$ cat src/rtl/seg_pkg.sv
package seg_pkg;
  localparam int SEG_NUM  = 6;
  localparam int SEG_IW   = 3;
  localparam int SEL_W    = 16;
  localparam int ADDR_W   = 32;
  localparam int SEG_CODE = 0;
  localparam int SEG_STK  = 1;

  typedef enum logic [2:0] {
    FLT_NONE   = 3'd0,
    FLT_REG    = 3'd1,
    FLT_NULL   = 3'd2,
    FLT_LIMIT  = 3'd3,
    FLT_SYS    = 3'd4,
    FLT_TYPE   = 3'd5,
    FLT_PRIV   = 3'd6,
    FLT_ABSENT = 3'd7
  } seg_fault_e;

  typedef struct packed {
    logic [SEL_W-1:0]  sel;
    logic [ADDR_W-1:0] base;
    logic [ADDR_W-1:0] limit;
    logic [3:0]        typ;
    logic [1:0]        dpl;
    logic              db;
    logic              valid;
  } seg_entry_t;
endpackage

$ cat src/rtl/seg_sel_decode.sv
module seg_sel_decode
  import seg_pkg::*;
#(
  parameter int AW = 32,
  parameter int LW = 16
) (
  input  logic [SEL_W-1:0]  sel,
  input  logic [SEG_IW-1:0] reg_idx,
  input  logic [AW-1:0]     gdt_base,
  input  logic [LW-1:0]     gdt_limit,
  input  logic [AW-1:0]     ldt_base,
  input  logic [LW-1:0]     ldt_limit,
  output logic [AW-1:0]     desc_addr,
  output logic              is_null,
  output seg_fault_e        early_fault
);
  localparam int IXW = SEL_W - 3;

  logic [IXW-1:0] index;
  logic           use_local;
  logic [LW:0]    last_byte;
  logic [LW-1:0]  tbl_limit;

  assign index     = sel[SEL_W-1:3];
  assign use_local = sel[2];
  assign tbl_limit = use_local ? ldt_limit : gdt_limit;
  assign last_byte = (LW+1)'({index, 3'b111});
  assign desc_addr = (use_local ? ldt_base : gdt_base) + AW'({index, 3'b000});
  assign is_null   = (index == '0) && !use_local;

  always_comb begin
    if (int'(reg_idx) >= SEG_NUM)
      early_fault = FLT_REG;
    else if (is_null && (int'(reg_idx) == SEG_CODE || int'(reg_idx) == SEG_STK))
      early_fault = FLT_NULL;
    else if (is_null)
      early_fault = FLT_NONE;
    else if (last_byte > {1'b0, tbl_limit})
      early_fault = FLT_LIMIT;
    else
      early_fault = FLT_NONE;
  end
endmodule

$ cat src/rtl/seg_desc_check.sv
module seg_desc_check
  import seg_pkg::*;
(
  input  logic [31:0]       lo_word,
  input  logic [31:0]       hi_word,
  input  logic [SEG_IW-1:0] reg_idx,
  input  logic [SEL_W-1:0]  sel,
  input  logic [1:0]        cur_pl,
  output seg_fault_e        chk_fault,
  output seg_entry_t        entry
);
  logic [3:0]  typ;
  logic [1:0]  dpl, rpl, max_pl;
  logic        is_code, conforming, rw_bit, type_ok, priv_ok;
  logic [19:0] raw_lim;

  assign typ        = hi_word[11:8];
  assign dpl        = hi_word[14:13];
  assign rpl        = sel[1:0];
  assign is_code    = typ[3];
  assign conforming = is_code & typ[2];
  assign rw_bit     = typ[1];
  assign max_pl     = (cur_pl > rpl) ? cur_pl : rpl;
  assign raw_lim    = {hi_word[19:16], lo_word[15:0]};

  always_comb begin
    if (int'(reg_idx) == SEG_CODE) begin
      type_ok = is_code;
      priv_ok = conforming ? (dpl <= rpl) : (dpl == rpl);
    end else if (int'(reg_idx) == SEG_STK) begin
      type_ok = !is_code && rw_bit;
      priv_ok = (dpl == rpl) && (dpl == cur_pl);
    end else begin
      type_ok = !is_code || rw_bit;
      priv_ok = conforming || (dpl >= max_pl);
    end
  end

  always_comb begin
    if (!hi_word[12])      chk_fault = FLT_SYS;
    else if (!type_ok)     chk_fault = FLT_TYPE;
    else if (!priv_ok)     chk_fault = FLT_PRIV;
    else if (!hi_word[15]) chk_fault = FLT_ABSENT;
    else                   chk_fault = FLT_NONE;
  end

  always_comb begin
    entry.sel   = sel;
    entry.base  = {hi_word[31:24], hi_word[7:0], lo_word[31:16]};
    entry.limit = hi_word[23] ? {raw_lim, 12'hFFF} : {12'h000, raw_lim};
    entry.typ   = typ | 4'b0001;
    entry.dpl   = dpl;
    entry.db    = hi_word[22];
    entry.valid = 1'b1;
  end
endmodule

$ cat src/rtl/seg_reg_file.sv
module seg_reg_file
  import seg_pkg::*;
#(
  parameter int N = SEG_NUM
) (
  input  logic              clk,
  input  logic              rst_n,
  input  logic              wr_en,
  input  logic [SEG_IW-1:0] wr_idx,
  input  seg_entry_t        wr_entry,
  input  logic [SEG_IW-1:0] rd_idx,
  output seg_entry_t        rd_entry,
  output logic [1:0]        cur_pl
);
  seg_entry_t slot_q [N];

  for (genvar g = 0; g < N; g++) begin : g_slot
    always_ff @(posedge clk or negedge rst_n) begin
      if (!rst_n)
        slot_q[g] <= '0;
      else if (wr_en && wr_idx == SEG_IW'(g))
        slot_q[g] <= wr_entry;
    end
  end

  always_comb begin
    rd_entry = '0;
    for (int i = 0; i < N; i++)
      if (rd_idx == SEG_IW'(i)) rd_entry = slot_q[i];
  end

  assign cur_pl = slot_q[SEG_CODE].sel[1:0];
endmodule

$ cat src/rtl/seg_loader.sv
module seg_loader
  import seg_pkg::*;
(
  input  logic        clk,
  input  logic        rst_n,
  input  logic        ld_valid,
  output logic        ld_ready,
  input  logic [2:0]  ld_reg,
  input  logic [15:0] ld_sel,
  input  logic [31:0] gdt_base,
  input  logic [15:0] gdt_limit,
  input  logic [31:0] ldt_base,
  input  logic [15:0] ldt_limit,
  output logic        mem_req_valid,
  input  logic        mem_req_ready,
  output logic        mem_we,
  output logic [31:0] mem_addr,
  output logic [31:0] mem_wdata,
  input  logic [31:0] mem_rdata,
  output logic        done,
  output logic        fault,
  output logic [2:0]  fault_code,
  input  logic [2:0]  rd_reg,
  output logic [15:0] rd_sel,
  output logic [31:0] rd_base,
  output logic [31:0] rd_limit,
  output logic [3:0]  rd_type,
  output logic [1:0]  rd_dpl,
  output logic        rd_db,
  output logic        rd_valid,
  output logic [1:0]  cpl
);
  typedef enum logic [2:0] {ST_IDLE, ST_RD_LO, ST_RD_HI, ST_CHECK, ST_WB} st_e;

  st_e               state_q;
  logic [SEG_IW-1:0] reg_q;
  logic [SEL_W-1:0]  sel_q;
  logic [31:0]       addr_q, lo_q, hi_q;
  logic              done_q, fault_q;
  logic [2:0]        code_q;

  logic        accept, dec_null, wr_en;
  logic [31:0] dec_addr;
  seg_fault_e  dec_fault, chk_fault;
  seg_entry_t  chk_entry, wr_entry, rd_entry;
  logic [SEG_IW-1:0] wr_idx;

  seg_sel_decode #(.AW(32), .LW(16)) u_dec (
    .sel(ld_sel), .reg_idx(ld_reg),
    .gdt_base(gdt_base), .gdt_limit(gdt_limit),
    .ldt_base(ldt_base), .ldt_limit(ldt_limit),
    .desc_addr(dec_addr), .is_null(dec_null), .early_fault(dec_fault)
  );

  seg_desc_check u_chk (
    .lo_word(lo_q), .hi_word(hi_q), .reg_idx(reg_q), .sel(sel_q),
    .cur_pl(cpl), .chk_fault(chk_fault), .entry(chk_entry)
  );

  assign ld_ready      = (state_q == ST_IDLE);
  assign accept        = ld_valid && ld_ready;
  assign mem_req_valid = (state_q == ST_RD_LO) || (state_q == ST_RD_HI) || (state_q == ST_WB);
  assign mem_we        = (state_q == ST_WB);
  assign mem_addr      = (state_q == ST_RD_LO) ? addr_q : addr_q + 32'd4;
  assign mem_wdata     = hi_q | 32'h0000_0100;

  always_comb begin
    wr_en    = 1'b0;
    wr_idx   = reg_q;
    wr_entry = chk_entry;
    if (accept && dec_null && dec_fault == FLT_NONE) begin
      wr_en          = 1'b1;
      wr_idx         = ld_reg;
      wr_entry       = '0;
      wr_entry.sel   = ld_sel;
    end else if (state_q == ST_CHECK && chk_fault == FLT_NONE && hi_q[8]) begin
      wr_en = 1'b1;
    end else if (state_q == ST_WB && mem_req_ready) begin
      wr_en = 1'b1;
    end
  end

  seg_reg_file #(.N(SEG_NUM)) u_regs (
    .clk(clk), .rst_n(rst_n), .wr_en(wr_en), .wr_idx(wr_idx),
    .wr_entry(wr_entry), .rd_idx(rd_reg), .rd_entry(rd_entry), .cur_pl(cpl)
  );

  always_ff @(posedge clk or negedge rst_n) begin
    if (!rst_n) begin
      state_q <= ST_IDLE;
      reg_q   <= '0;
      sel_q   <= '0;
      addr_q  <= '0;
      lo_q    <= '0;
      hi_q    <= '0;
      done_q  <= 1'b0;
      fault_q <= 1'b0;
      code_q  <= '0;
    end else begin
      done_q  <= 1'b0;
      fault_q <= 1'b0;
      case (state_q)
        ST_IDLE: if (accept) begin
          reg_q  <= ld_reg;
          sel_q  <= ld_sel;
          addr_q <= dec_addr;
          if (dec_fault != FLT_NONE) begin
            fault_q <= 1'b1;
            code_q  <= dec_fault;
          end else if (dec_null) begin
            done_q <= 1'b1;
          end else begin
            state_q <= ST_RD_LO;
          end
        end
        ST_RD_LO: if (mem_req_ready) begin
          lo_q    <= mem_rdata;
          state_q <= ST_RD_HI;
        end
        ST_RD_HI: if (mem_req_ready) begin
          hi_q    <= mem_rdata;
          state_q <= ST_CHECK;
        end
        ST_CHECK: begin
          if (chk_fault != FLT_NONE) begin
            fault_q <= 1'b1;
            code_q  <= chk_fault;
            state_q <= ST_IDLE;
          end else if (hi_q[8]) begin
            done_q  <= 1'b1;
            state_q <= ST_IDLE;
          end else begin
            state_q <= ST_WB;
          end
        end
        ST_WB: if (mem_req_ready) begin
          done_q  <= 1'b1;
          state_q <= ST_IDLE;
        end
        default: state_q <= ST_IDLE;
      endcase
    end
  end

  assign done       = done_q;
  assign fault      = fault_q;
  assign fault_code = code_q;
  assign rd_sel     = rd_entry.sel;
  assign rd_base    = rd_entry.base;
  assign rd_limit   = rd_entry.limit;
  assign rd_type    = rd_entry.typ;
  assign rd_dpl     = rd_entry.dpl;
  assign rd_db      = rd_entry.db;
  assign rd_valid   = rd_entry.valid;
endmodule

$ cat config.mk
export PLATFORM = sky130hd
export DESIGN_NAME = seg_loader
export DESIGN_NICKNAME = d
export VERILOG_FILES = /design/src/rtl/seg_pkg.sv /design/src/rtl/seg_sel_decode.sv /design/src/rtl/seg_desc_check.sv /design/src/rtl/seg_reg_file.sv /design/src/rtl/seg_loader.sv
export SDC_FILE = /design/constraint.sdc
export NUM_CORES = 1
export LEC_CHECK = 0
export ABC_CLOCK_PERIOD_IN_PS = 4760
export BUFFER_PORTS_ARGS = -buffer_cell sky130_fd_sc_hd__buf_4
export CAP_MARGIN = 20
export CORE_ASPECT_RATIO = 1.75
export CORE_MARGIN = 1
export CORE_UTILIZATION = 62
export CTS_BUF_LIST = sky130_fd_sc_hd__clkbuf_4 sky130_fd_sc_hd__clkbuf_8
export CTS_CLUSTER_SIZE = 30
export DETAILED_ROUTE_END_ITERATION = 12
export HOLD_SLACK_MARGIN = 0.15
export PLACE_DENSITY = 0.83
export SYNTH_ARGS = -nofsm -noshare
export SYNTH_HDL_FRONTEND = slang
export SYNTH_HIERARCHICAL = 1
export SYNTH_SLANG_ARGS = --single-unit
$ cat constraint.sdc
create_clock -name clk -period 4.76 [get_ports clk]
set_input_delay 1.428 -clock clk [delete_from_list [all_inputs] [get_ports clk]]
set_output_delay 1.428 -clock clk [all_outputs]
set_load 0.005 [all_outputs]
==> out/qor.txt <==
Number of global-route vias before repair - 24680
Top cell type's share of synthesized area - 48.57%
Worst-Margin Slew - 1.098 ns
PwrDens - 446.3 nW/um^2
Gr ovfl total - 0
Min Tclk post-route - 4.595 ns
Synth top area cells - dfrtp_1, mux2_2, mux2i_1
Crit. End Element - flop
Switching Share - 32.12%
Hold Path Cell Cnt - 1
Post-CTS Hold Fix Bufs - 0
RePlAce Congestion - 0.9241
Crit path capture - u_regs/slot_q[361]
Post-synth top flop - dfrtp_1
FFs w/ async S/R, synth - 100.0%
Final Hold Viols - 0
Critical-path maximum fanout - 11
Mean Syn Cell Area - 12.76 um^2
Ratio of cells with drive above 1 in the final layout - 44.78%
Critical path origin - ld_sel[2]
Die H - 309.7 um
Leak Pwr - 19.17 nW
Internal cell power - 11.95 mW
Total Nets Final - 3090
Worst Hold Class - reg -> reg
Worst path bufs/invs - 4
Clock root buffer - clkbuf_8
Area growth syn-to-layout - 17.65%
Slew Viols, Final - 0
M3 GR Usage - 6.299%
Final HPWL DP - 62040 um
Placement Setup Slack - -0.5707 ns
CP required - 5.33 ns
Crit path depth - 17
Worst path slowest cell - mux2_4
Clock skew - 0.03043 ns
Status - finished clean
Max incr delay on CP - 0.35 ns
Global-route track usage on met1 - 39.41%
Clk slew on worst S/H paths - 0.06 ns
Placed insts - 3482
GRT Resource Usage Total - 34.23%
Sw power - 5.656 mW
Commonest non-fill, non-tap cell in the layout - dfrtp_1
Final Util - 73.91%
Initial antenna violation count - 5
H-tree depth - 3
Crit Path Category - in -> reg
Family with the most delay on the worst path - compound AO/OA/AOI/OAI gates
Drt pass-1 iters - 7
Critical path arrival - 5.17 ns
Final WL - 93230 um
Wire per inst - 25.43 um
Worst-Skew Late Latency - 0.71 ns
Initial Util - 62.82%
Total CTS buffers - 95
Yosys warnings - 6
CTS tree - done
Residual DRC count - 0
Fmax - 0.2176 GHz
First-pass GRT wire length - 142600 um
Die Area - 55070 um^2
Met2 Resource Use GR - 59.39%
Max transition margin - 26.82%
Clock Power Share - 28.3%
CTS Buffer Depth - 3
Remaining antenna violation count after routing - 0
Via density - 6.307
Area of the mapped netlist - 33540 um^2
Row cnt - 112
Fin cells - 3666
Vias - 23120
Synth cell types - 73
R2R depth - 19
Placeable Area - 53390 um^2
Port Buffer Count - 314
Leading area contributor after synthesis - dfrtp_1
CP cell instances - buf_6 > mux2i_1 > ha_1 > a21o_1 > a21o_1 > a221o_1 > o21ai_4 > a21o_1 > o21ai_2 > nor3_4 > nand4_1 > buf_6 > mux2_4 > nor4bb_4 > buf_6 > clkbuf_16 > mux2_2
R2r setup slk - 0.28 ns
Logic pwr share - 29.0%
Detailed Route Iter0 Violations - 1744
Final setup vio count - 0
Peak supply drop - 458.6 uV
Die Width - 177.8 um
Startpoint types - primary input
FF-to-FF Start - sel_q[1]
Seq pwr share - 42.6%
Largest net degree at the start of global routing - 117
I/O pin cnt - 316
Post-synthesis cell count - 2628
Setup ws final - 0.1652 ns
Register bit total from synthesis - 651
Commonest non-fill, non-tap cells in the layout - dfrtp_1, mux2_2, buf_4
GRT Max-Usage Layer - met2
Tcrit/Tclk final - 96.53%
EDFF count, synth - 0
Sequential share of the synthesized area - 48.57%
TritonCTS Sinks - 651
Reg2reg end - u_regs/slot_q[361]
MaxCap Viol Count - 0
[worst min path at each step]
| stage | end | start |
|---|---|---|
| global route | u_regs/slot_q[497] | u_regs/slot_q[497] |
| CTS | u_regs/slot_q[483] | u_regs/slot_q[483] |
| floorplan | u_regs/slot_q[483] | u_regs/slot_q[483] |
| detailed placement | u_regs/slot_q[483] | u_regs/slot_q[483] |
| global placement | u_regs/slot_q[490] | u_regs/slot_q[490] |
| finish | u_regs/slot_q[483] | u_regs/slot_q[483] |
[repair_timing]
| item | in CTS | in global routing |
|---|---|---|
| setup endpoints to repair | 0 | 338 |
| buffers inserted | 0 | 1 |
| gates resized for setup | 0 | 13 |
[worst register-to-register path: stages (launching register included)]
cell	delay (ns)
dfrtp_1	0.37
inv_1	0.10
ha_1	0.35
nor2_1	0.14
nor2_1	0.06
o32ai_1	0.29
a21oi_1	0.08
ha_1	0.30
o21ai_1	0.10
a221oi_2	0.35
nand4_1	0.21
nor3_2	0.18
nor2b_1	0.22
a22oi_1	0.10
buf_4	0.17
nand2_1	0.18
nor4bb_4	0.38
buf_6	0.26
clkbuf_16	0.21
mux2_2	0.34
[flip-flops by register name, indices dropped and copies added (netlist names)]
register and flops:
u_regs/slot_q 526, addr_q 32, hi_q 32, lo_q 32, sel_q 16, fault_code 3
reg_q 3, state_q 3, u_regs/cur_pl 2, done 1, fault 1
[layout make-up]
type,count,area (um^2)
Fill cell,3427,13930
Clock buffer,153,1918
Inverter,16,60.06
Antenna cell,5,12.51
Sequential cell,651,16290
Timing Repair Buffer,445,4060
Multi-Input combinational cell,1692,16040
Tap cell,684,855.8
Clock inverter,20,224.0
[through the flow]
stage / TNS (ns) / hold slack [ns] / power, mW / area (um^2)
2_1_floorplan: -380.35 / 0.4574 / 10.89 / 34090
3_3_place_gp: -235.43 / 0.4664 / 12.27 / 37130
3_5_place_dp: -246.06 / 0.4750 / 12.56 / 37130
4_1_cts: 0 / 0.4887 / 17.59 / 39270
5_1_grt: -0.05729 / 0.4989 / 18.39 / 39460
6_report: 0 / 0.4895 / 17.61 / 39460
[cell usage after synthesis (3+ instances only)]
cell type and count:
buf_2 86, clkbuf_1 64, dfrtp_1 651, buf_6 8, mux2i_1 202, mux2_2 617
ha_1 34, buf_4 107, nor2b_1 6, and3_1 7, inv_1 16, nand4_1 27
nor2_1 26, a21oi_1 29, or2_2 12, o21ai_1 3, buf_1 5, o221ai_1 88
nand3_1 18, conb_1 3, a21o_1 11, and2_1 91, o211ai_2 3, nand2b_1 3
o21a_1 88, mux2_4 50, a22oi_1 4, xnor2_1 41, nand4b_1 6, mux2_1 20
and4_1 4, o21ai_0 10, a32oi_1 6, nor3_1 4, xor2_1 19, nand2_1 120
nand3b_1 92, nor3_2 4
[metal layers]
| metal | up-vias | wire [um] |
|---|---|---|
| li1 | 9967 | - |
| met2 | 927 | 48160 |
| met4 | 2 | 5219 |
| met1 | 11950 | 33880 |
| met5 | - | 17 |
| met3 | 278 | 5947 |
[kinds of logic (layout without fill, tap and decap cells)]
group / count (synthesis) / count (layout) / synth area share [%]
muxes: 890 / 890 / 29.69
DFF: 651 / 651 / 48.57
and+or+nand+nor: 438 / 438 / 7.726
buffers and inverters: 286 / 634 / 4.898
AOI/OAI and AO/OA: 265 / 265 / 6.185
xor gates and xnor gates: 60 / 60 / 1.567
adders and majority gates: 35 / 35 / 1.328
other: 3 / 9 / 0.03357
[power groups by stage]
stage	combinational, mW	sequential [mW]	clock, mW
after floorplan	3.73	7.16	0
after global placement	4.79	7.48	0
after detailed placement	4.99	7.57	0
after CTS	5.04	7.48	5.07
after global routing	5.49	7.61	5.30
final	5.12	7.51	4.99
No activity file was read; power rests on OpenSTA's default activity.
